$ cat config.mk
export PLATFORM = sky130hd
export DESIGN_NAME = reload_timer16
export DESIGN_NICKNAME = d
export VERILOG_FILES = /design/src/rtl/reload_timer16.sv
export SDC_FILE = /design/constraint.sdc
export NUM_CORES = 1
export LEC_CHECK = 0
export ABC_AREA = 1
export ABC_CLOCK_PERIOD_IN_PS = 1910
export BUFFER_PORTS_ARGS = -buffer_cell sky130_fd_sc_hd__buf_2
export CAP_MARGIN = 20
export CORE_UTILIZATION = 58
export CTS_CLUSTER_SIZE = 24
export DETAILED_ROUTE_END_ITERATION = 6
export HOLD_SLACK_MARGIN = 0.1
export PLACE_DENSITY = 0.77
export SYNTH_ARGS = -nofsm -noshare
export SYNTH_HDL_FRONTEND = slang
export SYNTH_SLANG_ARGS = --single-unit
$ cat constraint.sdc
create_clock -name clk -period 1.91 [get_ports clk]
set_input_delay 0.0955 -clock clk [delete_from_list [all_inputs] [get_ports clk]]
set_output_delay 0.0955 -clock clk [all_outputs]
set_load 0.01 [all_outputs]
$ cat src/rtl/reload_timer16.sv
module reload_timer16 (
  input  logic        clk,
  input  logic        rst_n,
  input  logic        bus_addr,
  input  logic        bus_word,
  input  logic        bus_rd,
  input  logic        bus_wr,
  input  logic [7:0]  bus_wdata,
  output logic [15:0] rd_data,
  input  logic        run_en,
  input  logic        start,
  input  logic        oneshot,
  output logic        underflow
);

  logic [15:0] cnt;
  logic [15:0] reload;
  logic [7:0]  shadow;
  logic        running;

  wire go      = start && run_en;
  wire step    = running && run_en && !go;
  wire at_zero = (cnt == 16'h0000);
  wire rd_hi   = bus_rd && !bus_word && bus_addr;
  wire rd_lo   = bus_rd && !bus_word && !bus_addr;

  always_ff @(posedge clk or negedge rst_n) begin
    if (!rst_n) begin
      reload <= '0;
    end else if (bus_wr) begin
      if (bus_addr) reload[15:8] <= bus_wdata;
      else          reload[7:0]  <= bus_wdata;
    end
  end

  always_ff @(posedge clk or negedge rst_n) begin
    if (!rst_n) begin
      cnt       <= '0;
      running   <= 1'b0;
      underflow <= 1'b0;
    end else begin
      underflow <= 1'b0;
      if (go) begin
        cnt     <= reload;
        running <= 1'b1;
      end else if (step) begin
        if (at_zero) begin
          cnt       <= reload;
          underflow <= 1'b1;
          if (oneshot) running <= 1'b0;
        end else begin
          cnt <= cnt - 16'd1;
        end
      end
    end
  end

  always_ff @(posedge clk or negedge rst_n) begin
    if (!rst_n) begin
      shadow  <= '0;
      rd_data <= '0;
    end else if (bus_rd) begin
      if (bus_word) begin
        rd_data <= cnt;
      end else if (bus_addr) begin
        rd_data <= {8'h00, cnt[15:8]};
        shadow  <= cnt[7:0];
      end else begin
        rd_data <= {8'h00, shadow};
      end
    end
  end

  AST_START_LOAD: assert property (@(posedge clk) disable iff (!rst_n)
    go |=> (cnt == $past(reload) && running));
  AST_DECREMENT: assert property (@(posedge clk) disable iff (!rst_n)
    (step && !at_zero) |=> (cnt == $past(cnt) - 16'd1));
  AST_WR_HI: assert property (@(posedge clk) disable iff (!rst_n)
    (bus_wr && bus_addr) |=> (reload[15:8] == $past(bus_wdata)));
  AST_WR_LO: assert property (@(posedge clk) disable iff (!rst_n)
    (bus_wr && !bus_addr) |=> (reload[7:0] == $past(bus_wdata)));
  AST_SHADOW_CAPTURE: assert property (@(posedge clk) disable iff (!rst_n)
    rd_hi |=> (shadow == $past(cnt[7:0]) && rd_data[15:8] == 8'h00));
  AST_LO_FROM_SHADOW: assert property (@(posedge clk) disable iff (!rst_n)
    rd_lo |=> (rd_data == {8'h00, $past(shadow)}));
  AST_WORD_READ: assert property (@(posedge clk) disable iff (!rst_n)
    (bus_rd && bus_word) |=> (rd_data == $past(cnt)));
  AST_UNDERFLOW: assert property (@(posedge clk) disable iff (!rst_n)
    (step && at_zero) |=> (underflow && cnt == $past(reload)));
  AST_UF_CAUSE: assert property (@(posedge clk) disable iff (!rst_n)
    (!(step && at_zero)) |=> !underflow);
  AST_ONESHOT_STOP: assert property (@(posedge clk) disable iff (!rst_n)
    (step && at_zero && oneshot) |=> !running);
  AST_HOLD: assert property (@(posedge clk) disable iff (!rst_n)
    !run_en |=> $stable(cnt));

endmodule

# Word-level counts from Yosys, hierarchy flattened

Index checks and enable logic that the tools add are counted.

Add/sub/neg operators: 1
Multiplexer cells: 12
Bitwise logic cells: 2
Reductions and logical operators: 12

Operators by type and width:

| kind                                               | count |
|---|---|
| two-way mux 16 bit                                 | 4 |
| logical NOT 16 bit                                 | 1 |
| subtractor 16 x 1 -> 16 bit, second input constant | 1 |
| two-way mux 8 bit                                  | 1 |
| two-way mux 1 bit                                  | 7 |
| AND reduction 3 bit                                | 2 |
| nonzero test 2 bit                                 | 3 |
| AND reduction 2 bit                                | 2 |
| logical AND 1 bit                                  | 3 |
| NOT 1 bit                                          | 2 |
| logical NOT 1 bit                                  | 1 |

Bits in registers: 58
Bits of input ports: 17
Output and inout port bits: 17
Logic and storage cells: 34

# Depth between registers and ports, before layout

Gate-level depths: netlist of run 1.

Word-level depth: 5
Depth in mapped cells: 10
Depth with buffers taken out: 10

# Least setup slack after synthesis of run 1

Ideal clock, no wire load.

Path type: flip-flop to flip-flop
From: register cnt[0]
To: register cnt[2]
Setup time: 130 ps
Data arrival time: 1336 ps
Required time: 1780 ps
Setup slack: 444 ps
Cell stages (with the launch flop): 11
Buffers on the path: 1
Period minus slack after synthesis: 1466 ps
Cell sequence: dfrtp_1 > inv_1 > ha_1 > nand2_2 > nor2_2 > nand2_4 > nand2_4 > buf_8 > nand2_2 > nand3_1 > o21ai_1

Word-level cells in the longest chain between the ends: 4
Elaborated cells between the ends (all ways): 5
Those cells by class: add/sub: 1; mux: 3; reduce/logical: 1

RTL lines:

| what                                                                     | RTL line | source |
|---|---|---|
| from (decl)                                                              | 16       | `logic [15:0] cnt;` |
| from (signal assigned)                                                   | 44       | `cnt <= reload;` |
| from (signal assigned)                                                   | 48       | `cnt <= reload;` |
| from (signal assigned)                                                   | 52       | `cnt <= cnt - 16'd1;` |
| subtractor 16 x 1 -> 16 bit / logical NOT 16 bit (equally long branches) | 52, 23   |  |
| two-way mux 16 bit (*)                                                   | 47       | `if (at_zero) begin` |
| two-way mux 16 bit (*)                                                   | 46       | `end else if (step) begin` |
| two-way mux 16 bit (*)                                                   | 43       | `if (go) begin` |

Every way passes the cells marked *; elsewhere a longest branch is shown, timed or not. The select of a mux whose other input is x is not followed.
A chain may end at the register's enable or synchronous reset.

# Worst setup path after layout of run 1

From: register cnt[1]
To: register underflow

Word-level cells in the longest chain between the ends: 4

RTL lines:

| what                 | RTL line | source |
|---|---|---|
| logical NOT 16 bit   | 23       | `wire at_zero = (cnt == 16'h0000);` |
| two-way mux 1 bit    | 47       |  |
| two-way mux 1 bit    | 46       |  |
| two-way mux 1 bit    | 43       |  |
| to (signal assigned) | 40       | `underflow <= 1'b0;` |
| to (signal assigned) | 42       | `underflow <= 1'b0;` |
| to (signal assigned) | 49       | `underflow <= 1'b1;` |
| to (decl)            | 13       | `output logic underflow` |

Every way passes these cells.

==> results of run 1 <==
## per-stage QoR
stage          worst slack, ns  util, %  instances  hold WS [ns]
2_1_floorplan            0.444        -        398        -0.200
3_3_place_gp             0.267     68.1        499         0.147
3_5_place_dp             0.207     68.1        499         0.142
4_1_cts                  0.132     74.5        528         0.128
5_1_grt                 0.0128     74.6        528         0.158
6_report                 0.126     74.6        528         0.126
## placed cells by master, fill, tap and decap left out, types with 4 or more instances in the layout
cell type      synthesis  final
a21oi_1                4      4
buf_2                  3     33
buf_4                  0     13
clkbuf_8               0     12
dfrtp_1               58     58
dlygate4sd3_1          0     13
inv_1                 54     54
nand2_1              103    103
nand2_2                9      9
nand3_1               33     33
nor2_1                40     38
nor2_2                 5      7
nor3_1                10     10
o21ai_0               34     34
o21ai_1                7      7
o22a_1                 8      8
o22ai_1                7      7
## metal layers
metal / vias to the layer above / global-route usage [%] / wire, µm
met4: 0 / 15.9 / 240
met2: 112 / 47.1 / 3470
li1: 1380 / - / -
met3: 22 / 4.88 / 437
met5: - / 0 / 0
met1: 1322 / 39.7 / 3250
## worst register-to-register path, delay by kind of cell, from the launching register on
kind	cells	cell delay (ns)
adders and majority gates	1	0.21
DFF	1	0.38
buffers and inverters	2	0.69
and+or+nand+nor	4	0.45
## path summary, 6_finish.rpt
| check | from | cells after the start | to | slack [ns] |
|---|---|---|---|---|
| worst max-delay path | cnt[1] | 7 | underflow | 0.13 |
| worst min-delay path | bus_word | 3 | rd_data[10] | 0.13 |
| worst max register to register | cnt[1] | 7 | underflow | 0.13 |
| worst min register to register | reload[7] | 2 | reload[7] | 0.49 |
| max in group asynchronous | rst_n | 3 | cnt[2] | 1.03 |
| min in group asynchronous | rst_n | 2 | rd_data[11] | 0.29 |
## where the power goes
group / switching (mW) / leakage (nW) / internal, mW
clock: 0.469 / 0.0965 / 0.573
sequential: 0.193 / 0.715 / 1.50
combinational: 0.812 / 1.07 / 0.492
total: 1.47 / 1.89 / 2.57
## state kept, by name, summed over array words and instances, names as in the netlist
name,cells
reload,16
underflow,1
cnt,16
shadow,8
rd_data,16
running,1
## area by class of cell
type	count	area, µm²	area share [%]
clock inverters	2	10.0	0.275
flip-flops and latches	58	1450	39.9
well taps	67	83.8	2.30
repair buffers	60	413	11.3
clock buffers	14	173	4.74
multi-input cells	271	1300	35.7
inverters	56	210	5.78
## cell families after synthesis
family                   count (synthesis)  synth area share [%]
AND/OR/NAND/NOR                        207                  30.0
buffers and inverters                   69                  9.56
AO/OA/AOI/OAI                           62                  11.7
flip-flops                              58                  47.8
adder cells (fa/ha/maj)                  2                 0.824
## what timing repair did
item / CTS / global route
hold endpoints to repair: 44 / 0
gates resized for setup: 0 / 2
setup buffers: 0 / 0
endpoints found under the setup margin: 0 / 1
hold buffers: 13 / 0
==> impl_metrics.env, run 1 <==
export IMPL_path_cells="inv_1, ha_1, nand2_1, nor2_2, nand2_1, nor3_1, dlygate4sd3_1"
export IMPL_num_fill_cells=379
export IMPL_worst_setup_path_end_kind="flop"
export IMPL_io_pins=34
export IMPL_die_h_um=74.3
export IMPL_tns_ns=0
export IMPL_seq_area_frac_synth_pct=47.8
export IMPL_path_max_fanout=5
export IMPL_die_w_um=74.3
export IMPL_ys_flop_type="dfrtp_1"
export IMPL_power_mw=4.04
export IMPL_firstDrtPassIters=5
export IMPL_ctsRootBufferMaster="clkbuf_8"
export IMPL_insertion_delay_ns=0.34
export IMPL_maxCapViolations=0
export IMPL_fin_skew_ns=0.00742
export IMPL_cp_slowest_cell="dlygate4sd3_1"
export IMPL_status="completed"
export IMPL_clock_path_buffers=2
export IMPL_htree_levels=3
export IMPL_power_density_mw_per_mm2=1110
export IMPL_final_nets=475
export IMPL_arrival_ns=2.06
export IMPL_slew_violations=0
export IMPL_netlist_instances=398
export IMPL_die_area_mm2=0.00553
export IMPL_synth_edf_count=0
export IMPL_synth_top_area_share_pct=47.8
export IMPL_syn_area_per_cell_um2=7.63
export IMPL_portBuffers=33
export IMPL_vias=2836
export IMPL_critPathLaunchType="flop"
export IMPL_first_iter_violations=245
export IMPL_placed_cell_area_mm2=0.00332
export IMPL_overflow=0
export IMPL_detail_route_antenna_nets=0
export IMPL_wl_per_cell_um=14.0
export IMPL_slowest_delay_ns=0.57
export IMPL_yosys_top_cells_count="103 x nand2_1, 58 x dfrtp_1, 54 x inv_1"
export IMPL_num_antenna_cells=0
export IMPL_cts_sinks=58
export IMPL_grt_pass1_wl_mm=11.9
export IMPL_rsz0062_at_grt="no"
export IMPL_synth_warnings=0
export IMPL_slew_headroom_pct=59.0
export IMPL_synth_seq_cells=58
export IMPL_synthToLayoutAreaGrowth_pct=19.9
export IMPL_drive_gt1_share_pct=18.7
export IMPL_p_leak_nw=1.89
export IMPL_crit_buf_inv=2
export IMPL_wirelength_mm=7.40
export IMPL_antenna_found_initial=0
export IMPL_irDropWorstVdd_mv=0.553
export IMPL_fmax_ghz=0.561
export IMPL_via_per_inst=5.37
export IMPL_dp_hpwl_mm=5.29
export IMPL_drc_errors=0
export IMPL_synth_area_leaders="dfrtp_1 48%, nand2_1 13%, inv_1 6.7%"
export IMPL_cts_buffers=9
export IMPL_finalInstanceArea_mm2=0.00364
export IMPL_track_usage_pct=29.8
export IMPL_period_share_pct=93.4
export IMPL_syn_area_mm2=0.00304
export IMPL_gp_congestion=1.04
export IMPL_hold_path_class="in -> reg"
export IMPL_critical_path_class="reg -> reg"
export IMPL_synth_async_sr_flop_share_pct=100
export IMPL_cp_required_ns=2.19
export IMPL_synth_nets=417
export IMPL_setup_viol=0
export IMPL_yosysMostFrequentCell="nand2_1"
export IMPL_clkTransAtPathRegs_ns=0.06
export IMPL_grt_max_degree=33
export IMPL_rows=25
export IMPL_fin_crit_ns=1.78
export IMPL_path_common_cell="nand2_1"
export IMPL_crit_family="buffers and inverters"
export IMPL_grt_pass1_vias=2553
export IMPL_coreArea_mm2=0.00488
export IMPL_worst_slew_pin_transition_ns=0.615
export IMPL_start_util_pct=62.2
export IMPL_ys_types=26
export IMPL_cts_tree="done"
export IMPL_synth_top_cell_by_area="dfrtp_1"
export IMPL_finalHoldViolations=0
Power figures use the tool's default switching activity.
==> run 2: changes to the inputs <==
--- a/config.mk
+++ b/config.mk
@@ -7,7 +7,7 @@
 export LEC_CHECK = 0
 export ABC_AREA = 1
 export ABC_CLOCK_PERIOD_IN_PS = 1910
-export BUFFER_PORTS_ARGS = -buffer_cell sky130_fd_sc_hd__buf_2
+export BUFFER_PORTS_ARGS = -buffer_cell sky130_fd_sc_hd__buf_4
 export CAP_MARGIN = 20
 export CORE_UTILIZATION = 58
 export CTS_CLUSTER_SIZE = 24
==> run 2 against run 1 <==
Global-route usage up 0.21 points. Sequential share of layout area down 0.75 points. Final cell count down 0.76%. Worst setup slack gained 0.0064 ns. First-iteration DRC count is 13% lower. Hold slack improved by 0.0016 ns. Clock power up 20%. Via count decreased by 3.3%. Largest cell class unchanged.
==> impl_metrics.env, run 2 (synthesis gave the netlist of run 1 again) <==
export IMPL_rows=25
export IMPL_grt_pass1_wl_mm=12.1
export IMPL_path_max_fanout=5
export IMPL_maxCapViolations=0
export IMPL_firstDrtPassIters=5
export IMPL_cp_required_ns=2.18
export IMPL_finalHoldViolations=0
export IMPL_synthToLayoutAreaGrowth_pct=22.2
export IMPL_period_share_pct=93.1
export IMPL_via_per_inst=5.23
export IMPL_crit_buf_inv=1
export IMPL_final_nets=471
export IMPL_mostFrequentLayoutCell="nand2_1"
export IMPL_fin_crit_ns=1.78
export IMPL_grt_pass1_vias=2570
export IMPL_ctsRootBufferMaster="clkbuf_8"
export IMPL_detail_route_antenna_nets=0
export IMPL_die_h_um=74.3
export IMPL_largestRegisters="cnt (16), rd_data (16), reload (16)"
export IMPL_vias=2741
export IMPL_path_cells="nor2_2, nand2_2, nor2_1, nand2_1, nor3_1, dlygate4sd3_1"
export IMPL_cts_setup_buffers=0
export IMPL_slowest_delay_ns=0.56
export IMPL_cp_slowest_cell="dlygate4sd3_1"
export IMPL_insertion_delay_ns=0.34
export IMPL_power_density_mw_per_mm2=1150
export IMPL_grt_max_degree=59
export IMPL_irDropWorstVdd_mv=0.708
export IMPL_multiInputGateArea_mm2=0.00129
export IMPL_cts_tree="done"
export IMPL_status="completed"
export IMPL_setup_viol=0
export IMPL_wl_per_cell_um=14.1
export IMPL_seqCellArea_mm2=0.00145
export IMPL_cts_buffers=9
export IMPL_antenna_found_initial=0
export IMPL_cts_sinks=58
export IMPL_worst_slew_pin_transition_ns=0.716
export IMPL_die_area_mm2=0.00553
export IMPL_num_fill_cells=403
export IMPL_drive_gt1_share_pct=17.9
export IMPL_crit_family="simple AND/OR/NAND/NOR gates"
export IMPL_critPathLaunchType="flop"
export IMPL_clkTransAtPathRegs_ns=0.07
export IMPL_dp_hpwl_mm=5.25
export IMPL_rsz0062_at_grt="no"
export IMPL_dp_cells=495
export IMPL_fin_skew_ns=0.00698
export IMPL_coreArea_mm2=0.00488
export IMPL_die_w_um=74.3
export IMPL_start_util_pct=62.2
export IMPL_hold_path_class="in -> reg"
export IMPL_wirelength_mm=7.41
export IMPL_fin_cells=524
export IMPL_final_cell_mix="103 x nand2_1, 58 x dfrtp_1, 54 x inv_1"
export IMPL_slew_violations=0
export IMPL_track_usage_pct=30.0
export IMPL_tns_ns=0
export IMPL_power_mw=4.26
export IMPL_first_iter_violations=212
export IMPL_post_route_util_pct=76.0
export IMPL_htree_levels=3
export IMPL_worst_setup_path_end_kind="flop"
export IMPL_drc_errors=0
export IMPL_overflow=0
export IMPL_num_antenna_cells=0
export IMPL_fmax_ghz=0.563
export IMPL_hold_ws_ns=0.127
export IMPL_gp_congestion=0.950
export IMPL_clock_path_buffers=2
export IMPL_portBuffers=33
export IMPL_slew_headroom_pct=52.3
export IMPL_arrival_ns=2.05
export IMPL_critical_path_class="reg -> reg"
export IMPL_io_pins=34
export IMPL_p_leak_nw=1.90
run 2: cell types whose count changed in the layout (fill, tap and decap cells not counted), moves of 2 or more:
cell / change
buf_2: -33
buf_4: +30
bufinv_16: +2
clkbuf_1: -2
clkbuf_8: -2
clkinv_2: +2
nor2_1: +2
nor2_2: -2
run 2: what timing repair did:
| action | in CTS | in global routing |
|---|---|---|
| endpoints found under the hold margin | 76 | 0 |
| resized for setup | 0 | 0 |
| hold buffers | 13 | 0 |
run 2: final cells by class:
class | count | area share (%)
Sequential cell | 58 | 39.1
Multi-Input combinational cell | 271 | 34.9
Timing Repair Buffer | 56 | 12.2
Inverter | 56 | 5.67
Clock buffer | 10 | 3.71
Tap cell | 67 | 2.26
Clock inverter | 6 | 2.16
run 2: metrics by stage:
| step | instance area, µm² | setup WS [ns] |
|---|---|---|
| final | 3710 | 0.133 |
| after global routing | 3710 | 0.00760 |
| after CTS | 3710 | 0.146 |
| after detailed placement | 3360 | 0.192 |
| after global placement | 3360 | 0.276 |
| after floorplan | 3040 | 0.444 |
run 2: path summary, 6_finish.rpt:
kind                           start  cells past startpoint           to  slack (ns)
setup / recovery              cnt[9]                      6    underflow        0.13
hold / removal              bus_word                      3  rd_data[10]        0.13
setup reg to reg              cnt[9]                      6    underflow        0.13
hold reg to reg            shadow[6]                      2    shadow[6]        0.49
max in group asynchronous      rst_n                      2   rd_data[0]        1.07
min in group asynchronous      rst_n                      2      cnt[15]        0.35
run 2: per-layer routing:
metal  up-vias  global-route usage (%)  routed length [µm]
li1       1376                       -                   -
met1      1253                    41.7                3320
met2        90                    45.5                3460
met3        22                    5.83                 419
met4         0                    14.5                 210
met5         -                       0                   0
run 2: worst register-to-register path: cells and delay by family, from the launching register on:
family | cells | cell delay (ns)
and+or+nand+nor | 5 | 0.67
buffers and inverters | 1 | 0.56
DFF | 1 | 0.47
run 2: where the power goes:
| part | total (mW) | switching, mW | internal (mW) |
|---|---|---|---|
| clock | 1.25 | 0.491 | 0.760 |
| sequential | 1.73 | 0.226 | 1.50 |
| combinational | 1.29 | 0.774 | 0.513 |
| total | 4.26 | 1.49 | 2.77 |
